[config.mk]
export PLATFORM = sky130hd
export DESIGN_NAME = mcig_top
export DESIGN_NICKNAME = d
export VERILOG_FILES = /design/src/rtl/mcig_pkg.sv /design/src/rtl/mcig_sync2.sv /design/src/rtl/mcig_change_detect.sv /design/src/rtl/mcig_status.sv /design/src/rtl/mcig_top.sv
export SDC_FILE = /design/constraint.sdc
export NUM_CORES = 1
export LEC_CHECK = 0
export ABC_CLOCK_PERIOD_IN_PS = 3150
export BUFFER_PORTS_ARGS = -buffer_cell sky130_fd_sc_hd__buf_4
export CORE_ASPECT_RATIO = 1.1
export CORE_MARGIN = 2
export CORE_UTILIZATION = 51
export CTS_CLUSTER_DIAMETER = 120
export DETAILED_ROUTE_END_ITERATION = 7
export HOLD_SLACK_MARGIN = 0.03
export PLACE_DENSITY = 0.84
export SYNTH_ARGS = -nofsm -noshare
export SYNTH_HDL_FRONTEND = slang
export SYNTH_SLANG_ARGS = --single-unit
[constraint.sdc]
create_clock -name clk -period 3.15 [get_ports clk]
set_input_delay 0.1575 -clock clk [delete_from_list [all_inputs] [get_ports clk]]
set_output_delay 0.1575 -clock clk [all_outputs]
set_load 0.05 [all_outputs]
[src/rtl/mcig_pkg.sv]
// Shared definitions for the masked change interrupt generator.
// Assumes a 3-bit clock-source code per PWM channel.
package mcig_pkg;
    localparam int CLK_SRC_W = 3;

    typedef enum logic [CLK_SRC_W-1:0] {
        SRC_32K   = 3'd0,
        SRC_24M   = 3'd1,
        SRC_1M5   = 3'd2,
        SRC_94K   = 3'd3,
        SRC_SLOW  = 3'd4,
        SRC_CHAIN = 3'd5
    } clk_src_e;
endpackage

[src/rtl/mcig_sync2.sv]
// Two-flop synchroniser for asynchronous pin levels.
// Assumes the inputs are level signals that are not reset. The flops
// settle while the block is held in reset.
module mcig_sync2 #(
    parameter int WIDTH = 20
) (
    input  logic             clk,
    input  logic [WIDTH-1:0] d,
    output logic [WIDTH-1:0] q
);
    logic [WIDTH-1:0] meta;

    // Two-stage capture of the raw pin levels.
    always_ff @(posedge clk) begin
        meta <= d;
        q    <= meta;
    end
endmodule

[src/rtl/mcig_change_detect.sv]
// Chooses the change source for each pin, either the synchronised GPIO
// level or one PWM channel, and produces masked change pulses.
// Assumes pwm_out is synchronous to clk. The previous-level registers
// track their inputs at all times, including reset, so the levels
// present at reset release are never seen as changes.
module mcig_change_detect
    import mcig_pkg::*;
#(
    parameter int N_PIN = 20,
    parameter int N_PWM = 4,
    parameter int SEL_W = 2
) (
    input  logic                   clk,
    input  logic [N_PIN-1:0]       gpio_s,
    input  logic [N_PIN-1:0]       int_mask,
    input  logic [N_PIN-1:0]       pin_pwm_en,
    input  logic [N_PIN*SEL_W-1:0] pin_pwm_sel,
    input  logic [N_PWM-1:0]       pwm_out,
    input  logic [N_PWM*CLK_SRC_W-1:0] pwm_clk_src,
    output logic [N_PIN-1:0]       evt
);
    logic [N_PIN-1:0] gpio_prev;
    logic [N_PWM-1:0] pwm_prev;
    logic [N_PWM-1:0] pwm_chg;

    // Hold the previous levels so that edges can be detected.
    always_ff @(posedge clk) begin
        gpio_prev <= gpio_s;
        pwm_prev  <= pwm_out;
    end

    // A PWM toggle is a source only when the channel runs from the slowest clock.
    for (genvar w = 0; w < N_PWM; w++) begin : g_pwm
        assign pwm_chg[w] = (pwm_out[w] ^ pwm_prev[w]) &&
                            (pwm_clk_src[w*CLK_SRC_W +: CLK_SRC_W] == SRC_SLOW);
    end

    // Per pin: pick the change source, then apply the mask.
    for (genvar p = 0; p < N_PIN; p++) begin : g_pin
        logic [SEL_W-1:0] sel;
        logic             pwm_hit;
        logic             raw;
        assign sel     = pin_pwm_sel[p*SEL_W +: SEL_W];
        assign pwm_hit = (int'(sel) < N_PWM) ? pwm_chg[sel] : 1'b0;
        assign raw     = pin_pwm_en[p] ? pwm_hit : (gpio_s[p] ^ gpio_prev[p]);
        assign evt[p]  = raw & ~int_mask[p];
    end
endmodule

[src/rtl/mcig_status.sv]
// Sticky per-pin status register with clear-on-read and the gated
// active-low interrupt. A read clears only the bits it returned. An
// event in the read cycle is merged after the clear.
module mcig_status #(
    parameter int N_PIN = 20
) (
    input  logic             clk,
    input  logic             rst_n,
    input  logic [N_PIN-1:0] evt,
    input  logic             stat_rd,
    input  logic             irq_en,
    output logic [N_PIN-1:0] status,
    output logic             irq_n
);
    // Latch events; a read strobe wipes the old bits at this edge.
    always_ff @(posedge clk) begin
        if (!rst_n) status <= '0;
        else        status <= (stat_rd ? '0 : status) | evt;
    end

    // Interrupt line: low while enabled and any bit is pending.
    assign irq_n = ~(irq_en & (|status));

    a_r1_set_has_cause: assert property (@(posedge clk) disable iff (!rst_n)
        1'b1 |=> ((status & ~$past(status) & ~$past(evt)) == '0));

    a_r5_sticky: assert property (@(posedge clk) disable iff (!rst_n)
        !stat_rd |=> ((status & $past(status)) == $past(status)));

    a_r6_read_clears: assert property (@(posedge clk) disable iff (!rst_n)
        (stat_rd && evt == '0) |=> (status == '0));

    a_r7_read_releases_irq: assert property (@(posedge clk) disable iff (!rst_n)
        (stat_rd && evt == '0) |=> irq_n);
endmodule

[src/rtl/mcig_top.sv]
// Masked change interrupt generator: synchronises the pins, detects masked
// changes from GPIO levels or slow-clocked PWM channels, and latches them
// into a clear-on-read status with an active-low interrupt.
// Assumes synchronous active-low reset held for at least three cycles.
module mcig_top
    import mcig_pkg::*;
#(
    parameter int N_PIN = 20,
    parameter int N_PWM = 4,
    parameter int SEL_W = (N_PWM > 1) ? $clog2(N_PWM) : 1
) (
    input  logic                       clk,
    input  logic                       rst_n,
    input  logic [N_PIN-1:0]           gpio_in,
    input  logic [N_PIN-1:0]           int_mask,
    input  logic [N_PIN-1:0]           pin_pwm_en,
    input  logic [N_PIN*SEL_W-1:0]     pin_pwm_sel,
    input  logic [N_PWM-1:0]           pwm_out,
    input  logic [N_PWM*CLK_SRC_W-1:0] pwm_clk_src,
    input  logic                       irq_en,
    input  logic                       stat_rd,
    output logic [N_PIN-1:0]           stat_rdata,
    output logic                       irq_n
);
    logic [N_PIN-1:0] gpio_s;
    logic [N_PIN-1:0] evt;
    logic [N_PIN-1:0] status;

    mcig_sync2 #(.WIDTH(N_PIN)) u_sync (
        .clk (clk),
        .d   (gpio_in),
        .q   (gpio_s)
    );

    mcig_change_detect #(.N_PIN(N_PIN), .N_PWM(N_PWM), .SEL_W(SEL_W)) u_detect (
        .clk         (clk),
        .gpio_s      (gpio_s),
        .int_mask    (int_mask),
        .pin_pwm_en  (pin_pwm_en),
        .pin_pwm_sel (pin_pwm_sel),
        .pwm_out     (pwm_out),
        .pwm_clk_src (pwm_clk_src),
        .evt         (evt)
    );

    mcig_status #(.N_PIN(N_PIN)) u_status (
        .clk     (clk),
        .rst_n   (rst_n),
        .evt     (evt),
        .stat_rd (stat_rd),
        .irq_en  (irq_en),
        .status  (status),
        .irq_n   (irq_n)
    );

    // Status is read directly from the latched register.
    assign stat_rdata = status;

    a_r2_masked_never_sets: assert property (@(posedge clk) disable iff (!rst_n)
        1'b1 |=> ((status & ~$past(status) & $past(int_mask)) == '0));
endmodule

* Word-level counts from Yosys, hierarchy flattened
Cells that the tools add are included.
** Word-level totals
- Register bits :: 84
- Logic and storage cells :: 162
** Cells by class
- Order comparisons :: 20
- Equality and inequality tests :: 4
- Muxes and demuxes :: 61
- Bitwise logic cells :: 67
- Reduce and logical (&&, ||, !) cells :: 5
** Operators with widths (number)
- < comparator 2 x 3 -> 1 bit, second input constant :: 20
- binary-select mux 1 bit (select 2 bit) :: 20
- two-way mux 1 bit :: 40
- bitwise XOR 1 bit :: 24
- bitwise AND 1 bit :: 21
- NOT 1 bit :: 21
- two-way mux 20 bit :: 1
- bitwise OR 20 bit :: 1
- OR reduction 20 bit :: 1
- == test 3 bit, second input constant :: 4
- logical AND 1 bit :: 4

* Longest topological paths before layout
Gate-level depths: netlist (run 1).
- Word-level depth :: 7
- Gate-level depth with buffers :: 6
- Gate-level depth less buffers :: 4

* Modules after synthesis
A second synthesis (run 1) with hierarchy kept.
** Second synthesis, totals
- Cell total of the unflattened synthesis :: 316
- Area, all modules :: 3394.5 um^2
** Modules (own cells, without submodules)
- mcig_change_detect :: instances 1, cells each 204, area each 1848.0 um^2, seq. area each 480.5 um^2
- mcig_sync2 :: instances 1, cells each 40, area each 800.8 um^2, seq. area each 800.8 um^2
- mcig_status :: instances 1, cells each 72, area each 745.7 um^2, seq. area each 400.4 um^2

* Worst setup path after synthesis (run 1)
Ideal clock, no wire load.
- Kind :: register to output
- Start point :: reg u_status.status[2]
- End point :: out irq_n
- Data arrival time :: 1.988 ns
- Data required time :: 2.992 ns
- Slack :: 1.005 ns
- Stages on the path, launching flop included :: 4
- Path buffers :: 0
- Cells stage by stage :: dfxtp_1 nor4_1 nand3_1 o21ai_0
** On the way
- Longest elaborated chain between the ends :: 3
** Ends and longest elaborated chain
- from (decl) :: RTL line mcig_status.sv:12 : output logic [N_PIN-1:0] status,
- from (signal assigned) :: RTL line mcig_status.sv:18 : else status <= (stat_rd ? '0 : status) | evt;
- OR reduction 20 bit :: RTL line mcig_status.sv:22 : assign irq_n = ~(irq_en & (|status));
- bitwise AND 1 bit :: RTL line mcig_status.sv:22
- NOT 1 bit :: RTL line mcig_status.sv:22
- to (decl) :: RTL line mcig_top.sv:23 : output logic irq_n
Every way passes these cells.

* Worst setup path in the final report (run 1)
- Start point :: in pwm_out[2]
- End point :: reg u_status.status[18]
** On the way
- Longest elaborated chain between the ends :: 7
** Ends and longest elaborated chain
- from (decl) :: RTL line mcig_top.sv:18 : input logic [N_PWM-1:0] pwm_out,
- bitwise XOR 1 bit :: RTL line mcig_change_detect.sv:34 : assign pwm_chg[w] = (pwm_out[w] ^ pwm_prev[w]) &&
- logical AND 1 bit :: RTL line mcig_change_detect.sv:34
- binary-select mux 1 bit (select 2 bit) :: RTL line mcig_change_detect.sv:44 : assign pwm_hit = (int'(sel) < N_PWM) ? pwm_chg[sel] : 1'b0;
- two-way mux 1 bit (implied by the code) :: RTL line mcig_change_detect.sv:44
- two-way mux 1 bit :: RTL line mcig_change_detect.sv:45 : assign raw = pin_pwm_en[p] ? pwm_hit : (gpio_s[p] ^ gpio_prev[p]);
- bitwise AND 1 bit :: RTL line mcig_change_detect.sv:46 : assign evt[p] = raw & ~int_mask[p];
- bitwise OR 20 bit :: RTL line mcig_status.sv:18
Every way passes these cells. The select of a mux whose other input is x is not followed.
A chain may end at the register's enable or synchronous reset.

==> results of run 1 <==
[critical path, stage by stage]
cell	delay [ns]
dlygate4sd3_1	0.54
buf_4	0.14
xnor2_1	0.15
nor4b_4	0.63
buf_4	0.30
mux2i_1	0.10
a211oi_2	0.21
[metrics by stage]
stage                     setup WS (ns)  hold slack (ns)  cell area (µm²)
after floorplan                   1.005           0.1852             3386
after global placement            1.428           0.2619             4504
after detailed placement          1.391           0.2629             4504
after CTS                         1.205          0.08507             4903
after global routing              1.066           0.1067             4903
final                             1.179          0.09488             4903
[sequential cells by signal, indices dropped and copies added (netlist names)]
| register | count |
|---|---|
| u_sync.q | 20 |
| u_status.status | 20 |
| u_sync.meta | 20 |
| u_detect.pwm_prev | 4 |
| u_detect.gpio_prev | 20 |
[area by class of cell]
cell class                      instances  area, µm²
Clock inverter                          4      27.53
Timing Repair Buffer                  167       1314
Tap cell                               82      102.6
Multi-Input combinational cell        216       1575
Sequential cell                        84       1682
Fill cell                             476       1613
Inverter                               19      71.32
Clock buffer                           11      131.4
[report_power, final]
group | internal, mW | switching (mW)
Clock | 0.281 | 0.371
Sequential | 1.12 | 0.0328
Combinational | 0.222 | 0.214
[timing repair]
action,CTS,global route
endpoints found under the hold margin,24,0
resized for setup,0,0
hold buffers,24,0
[how the worst max path moves through the flow]
| stage | slack (ns) | endpoint | cells after the start |
|---|---|---|---|
| after floorplan | 1.00 | irq_n | 3 |
| after global placement | 1.43 | u_status.status[17]$_SDFF_PN0_ | 4 |
| after detailed placement | 1.39 | u_status.status[18]$_SDFF_PN0_ | 5 |
| after CTS | 1.20 | u_status.status[16]$_SDFF_PN0_ | 7 |
| after global routing | 1.07 | u_status.status[18]$_SDFF_PN0_ | 7 |
| final | 1.18 | u_status.status[18]$_SDFF_PN0_ | 7 |
[per-layer routing]
metal | GRT usage | vias to the layer above | wire (µm)
li1 | - | 1525 | -
met1 | 0.2886 | 1480 | 3637
met2 | 0.4382 | 120 | 4773
met3 | 0.04646 | 18 | 549
met4 | 0.1121 | 0 | 214
met5 | 0 | - | 0
[synthesized netlist by cell type (all sizes together)]
cell and instances:
mux2i 19, a21oi 19, nor3 39, xnor2 23, dfxtp 84, o21bai 1
nand3 2, mux2 1, clkbuf 3, xor2 1, a211o 1, nand2 2
or3b 1, nand2b 1, o311a 1, nor4b 3, o21ai 20, a211oi 38
a21boi 1, nand3b 19, nor4 5, inv 19, nor2b 19, buf 11
[cells by family (layout without fill, tap and decap cells)]
family	after synthesis	after routing
buffers and inverters	33	201
muxes	20	20
xor gates and xnor gates	24	24
and+or+nand+nor	91	91
AOI/OAI and AO/OA	81	81
DFF	84	84
==> metrics.md, run 1 <==
| Metric | Value |
|---|---|
| Share of post-route cells with drive strength above 1 | 0.3413 |
| Synthesized cell area | around 3400 µm² |
| Wire per inst | 15.74 µm |
| Least-Margin Pin Slew | between 1 and 1.5 ns |
| Slew Viols, Final | 0 |
| Endpoint class of the critical path | flop |
| Nets | 617 |
| Hold Startpoint | pin_pwm_sel[34] |
| Multiplexer share of the synthesized area | 0.05950 |
| Placed cells | 544 |
| YS warnings | 0 |
| Setup-failing EPs final | 0 |
| Post-Synth Adder-Cell Area | 0 |
| Final core occ | 0.7525 |
| Setup CP Type | input pin to flop |
| Vias in the first global route | 3031 |
| Worst slew margin | 0.3080 |
| Reg clk slew, reported paths | 0.08 ns |
| Max Fclk | between 0.5 and 0.6 GHz |
| RR Startpoint | u_detect.pwm_prev[2]$_DFF_P_ |
| Largest cells by area after synthesis | dfxtp_1, a211oi_1, xnor2_1 |
| Startpoint Class | input pin |
| CP startpoint | pwm_out[2] |
| Synth Area in Simple Gates | 0.1670 |
| Die area | around 7300 µm² |
| Post-CTS setup buffer count | 0 |
| H-tree levels | 3 |
| First-pass DRT Iterations | 4 |
| Worst-Skew Late Latency | about 0.35 ns |
| Type of the most critical hold path | input pin to flop |
| Cell variety after synth | 27 |
| Complex-gate fraction of the synthesized area | 0.1667 |
| Drt total wl | 9176 µm |
| P&R area growth vs syn | 44.83% |
| Most frequent cells in the layout | buf_4, dfxtp_1, nor3_1 |
| Largest net degree at the start of global routing | 21 |
| Initial core utilization | 0.5196 |
| CTS Buf Count | 9 |
| Worst vdd ir | 0.3290 mV |
| Gpl congestion | 0.7478 |
| Total GRT Usage | 0.2470 |
| DRT iter0 DRCs | 144 |
| Tcrit/Tclk final | 0.6258 |
| Most common cell after layout, fill and taps aside | buf_4 |
| Die height | 89.46 µm |
| RSZ-0062 raised after global routing | false |
| R2r endpoint | u_status.status[18]$_SDFF_PN0_ |
| Area share of the largest cell type after synthesis | 0.4967 |
| Synth Register Bits | 84 |
| Clock skew | 0.01536 ns |
| TritonCTS clock tree | yes |
| Reg2reg setup slack | 1.37 ns |
| Outcome | completed |
| Top cell type by total area after synthesis | dfxtp_1 |
| Hold Path Depth | 2 |
| # diodes | 0 |
| Vias per cell | 5.391 |
| Worst Hold Path EP | u_status.status[17]$_SDFF_PN0_ |
| Leakage | 2.092 nW |
| Reg2reg path depth | 5 |
| Non-filler instance count after layout | ~580 |
| CP required | 3.41 ns |
| Syn Inst Count | between 300 and 400 |
| Longest Clk Path Bufs | 2 |
| Via count | 3143 |
| TNS Setup | 0 ns |
| Largest family of logic cells by synthesized area | simple AND/OR/NAND/NOR gates |
| First-pass GRT wire length | 13630 µm |
| Fin crit period | between 1.5 and 2 ns |
| Syn avg cell area | between 10 and 15 µm² |
| Die Width | 81.69 µm |
| Syn_nets | 453 |
| Hold Vio Cnt, Final | 0 |
| Crit path DAT | 2.23 ns |
| Max cap viols | 0 |
| Post-route ant nets | 0 |
| Total congestion overflow | 0 |
| Core Rows | 31 |
| Total power | about 2.2 mW |
| Core box area | 6516 µm² |
| Root Buffer | clkbuf_8 |
| I/O pin count | 141 |
| Register area share after synthesis | 0.4967 |
| Clk sinks | 84 |
| Peak fanout along the critical path | 11 |
| Number of I/O port buffers | 140 |
| Xor/xnor share of the synthesized area | 0.06208 |
| Pwr/cell area | roughly 460 nW/µm² |
| Residual DRC | 0 |
| Detail Placement HPWL | 6604 µm |
| Initial antenna violation count | 0 |
(Power assumes the default switching activity.)
==> inputs of run 2 (changes only) <==
- ABC_CLOCK_PERIOD_IN_PS: 3150 -> 1750
- CORE_UTILIZATION: 51 -> 43
- PLACE_DENSITY: 0.84 -> 0.76
- clock period: 3.15 -> 1.75 ns (I/O delays scaled with it)
==> run 2 against run 1 <==
First-iteration DRC count decreased by 31%. Sequential power increased by 82%. Combinational power increased by 84%. Highest routed layer unchanged. Critical path type is now flop to primary output. Clock power increased by 130%. Clock skew decreased by 0.0051 ns. Critical path depth decreased by 3. Utilization decreased by 8.3 points. Critical endpoint is now irq_n. Power increased by 94%.
==> metrics.md, run 2 (synthesized netlist as in run 1, its figures left out) <==
| Metric | Value |
|---|---|
| Initial core utilization | 0.4481 |
| Largest net degree at the start of global routing | 21 |
| Nets | 620 |
| Crit path DAT | 1.54 ns |
| Most common cell after layout, fill and taps aside | buf_4 |
| Residual DRC | 0 |
| # diodes | 0 |
| First-pass DRT Iterations | 4 |
| Wire per inst | 15.42 µm |
| Most frequent cells in the layout | buf_4, dfxtp_1, nor3_1 |
| Worst-Skew Late Latency | 0.36 ns |
| Endpoint class of the critical path | primary output |
| Slew Viols, Final | 0 |
| Worst slew margin | 0.4396 |
| Leakage | 2.147 nW |
| Fin crit period | 1.626 ns |
| Vias in the first global route | 3251 |
| Core box area | 7556 µm² |
| Clk sinks | 84 |
| Fill cells | 628 |
| RSZ-0062 raised after global routing | false |
| Via count | ~3100 |
| Non-filler instance count after layout | roughly 610 |
| CTS Buf Count | 9 |
| TNS Setup | 0 ns |
| Longest Clk Path Bufs | 2 |
| Sequential Area | 1682 µm² |
| Startpoint Class | flop |
| Setup-failing EPs final | 0 |
| CP required | 1.66 ns |
| Detail Placement HPWL | 6716 µm |
| P&R area growth vs syn | 49.33% |
| Least-Margin Pin Slew | about 0.84 ns |
| Core Rows | 33 |
| First-pass GRT wire length | 14630 µm |
| Tcrit/Tclk final | 0.9289 |
| Max Fclk | 0.6152 GHz |
| Drt total wl | 9391 µm |
| Die area | 8600 µm² |
| Die Width | 88.61 µm |
| Multi-input logic area | 1618 µm² |
| Vias per cell | 5.156 |
| Final core occ | 0.6692 |
| Die height | slightly below 100 µm |
| Placed cells | 569 |
| TritonCTS clock tree | yes |
| Pwr/cell area | 861.6 nW/µm² |
| Hold Vio Cnt, Final | 0 |
| Type of the most critical hold path | input pin to flop |
| Gpl congestion | 0.7541 |
| Number of I/O port buffers | between 100 and 150 |
| Root Buffer | clkbuf_8 |
| Post-route ant nets | 0 |
| Worst vdd ir | 0.5832 mV |
| Peak fanout along the critical path | 3 |
| Initial antenna violation count | 0 |
| Reg2reg setup slack | 0.21 ns |
| Setup CP Type | flop to primary output |
| Total congestion overflow | 0 |
| Max cap viols | 0 |
| DRT iter0 DRCs | 100 |
| Total GRT Usage | 0.2201 |
| Post-CTS setup buffer count | 0 |
| Share of post-route cells with drive strength above 1 | 0.3472 |
| Reg clk slew, reported paths | 0.08 ns |
| Clock skew | 0.01026 ns |
| I/O pin count | around 140 |
| Outcome | completed |
| H-tree levels | 3 |
## run 2: metal layers
layer / vias to the layer above / routed length (µm) / track usage
met1: 1456 / 3722 / 0.2469
met5: - / 0 / 0
met4: 0 / 260 / 0.1002
met2: 124 / 4770 / 0.3794
met3: 21 / 637 / 0.05947
li1: 1539 / - / -
## run 2: metrics by stage
step / worst slack [ns] / area, µm² / hold WS, ns / total power [mW]
final: 0.1244 / 5056 / 0.05500 / 4.356
after CTS: 0.01804 / 5034 / 0.04426 / 4.368
after global routing: 0.02693 / 5056 / 0.05030 / 4.520
after global placement: 0.02365 / 4561 / 0.1919 / 2.848
after detailed placement: -0.02822 / 4561 / 0.1931 / 2.865
after floorplan: 0.05233 / 3386 / 0.1152 / 2.495
## run 2: cell type report
class,count,share of cell area
flip-flops and latches,84,0.3326
multi-input cells,216,0.3200
inverters,19,0.01411
repair buffers,170,0.2680
well taps,105,0.02598
clock inverters,2,0.01188
clock buffers,13,0.02747
## run 2: critical path, stage by stage (launching register included)
cell	delay [ns]
dfxtp_1	0.34
nor4_2	0.31
nand3_1	0.13
o21ai_2	0.21
buf_6	0.19
## run 2: final timing paths
path,from,end,cells after the start
setup / recovery,u_status.status[2]$_SDFF_PN0_,irq_n,4
hold reg to reg,u_sync.meta[5]$_DFF_P_,u_sync.q[5]$_DFF_P_,0
hold / removal,pin_pwm_sel[23],u_status.status[11]$_SDFF_PN0_,3
setup reg to reg,u_detect.pwm_prev[1]$_DFF_P_,u_status.status[17]$_SDFF_PN0_,4
## run 2: power by group
group / switching [mW] / internal (mW)
sequential: 0.0661 / 2.02
combinational: 0.385 / 0.416
clock: 0.670 / 0.800
total: 1.12 / 3.24
## run 2: repair_timing
item / in CTS / in global routing
hold buffers: 25 / 0
endpoints found under the setup margin: 5 / 1
endpoints found under the hold margin: 25 / 0
resized for setup: 3 / 4
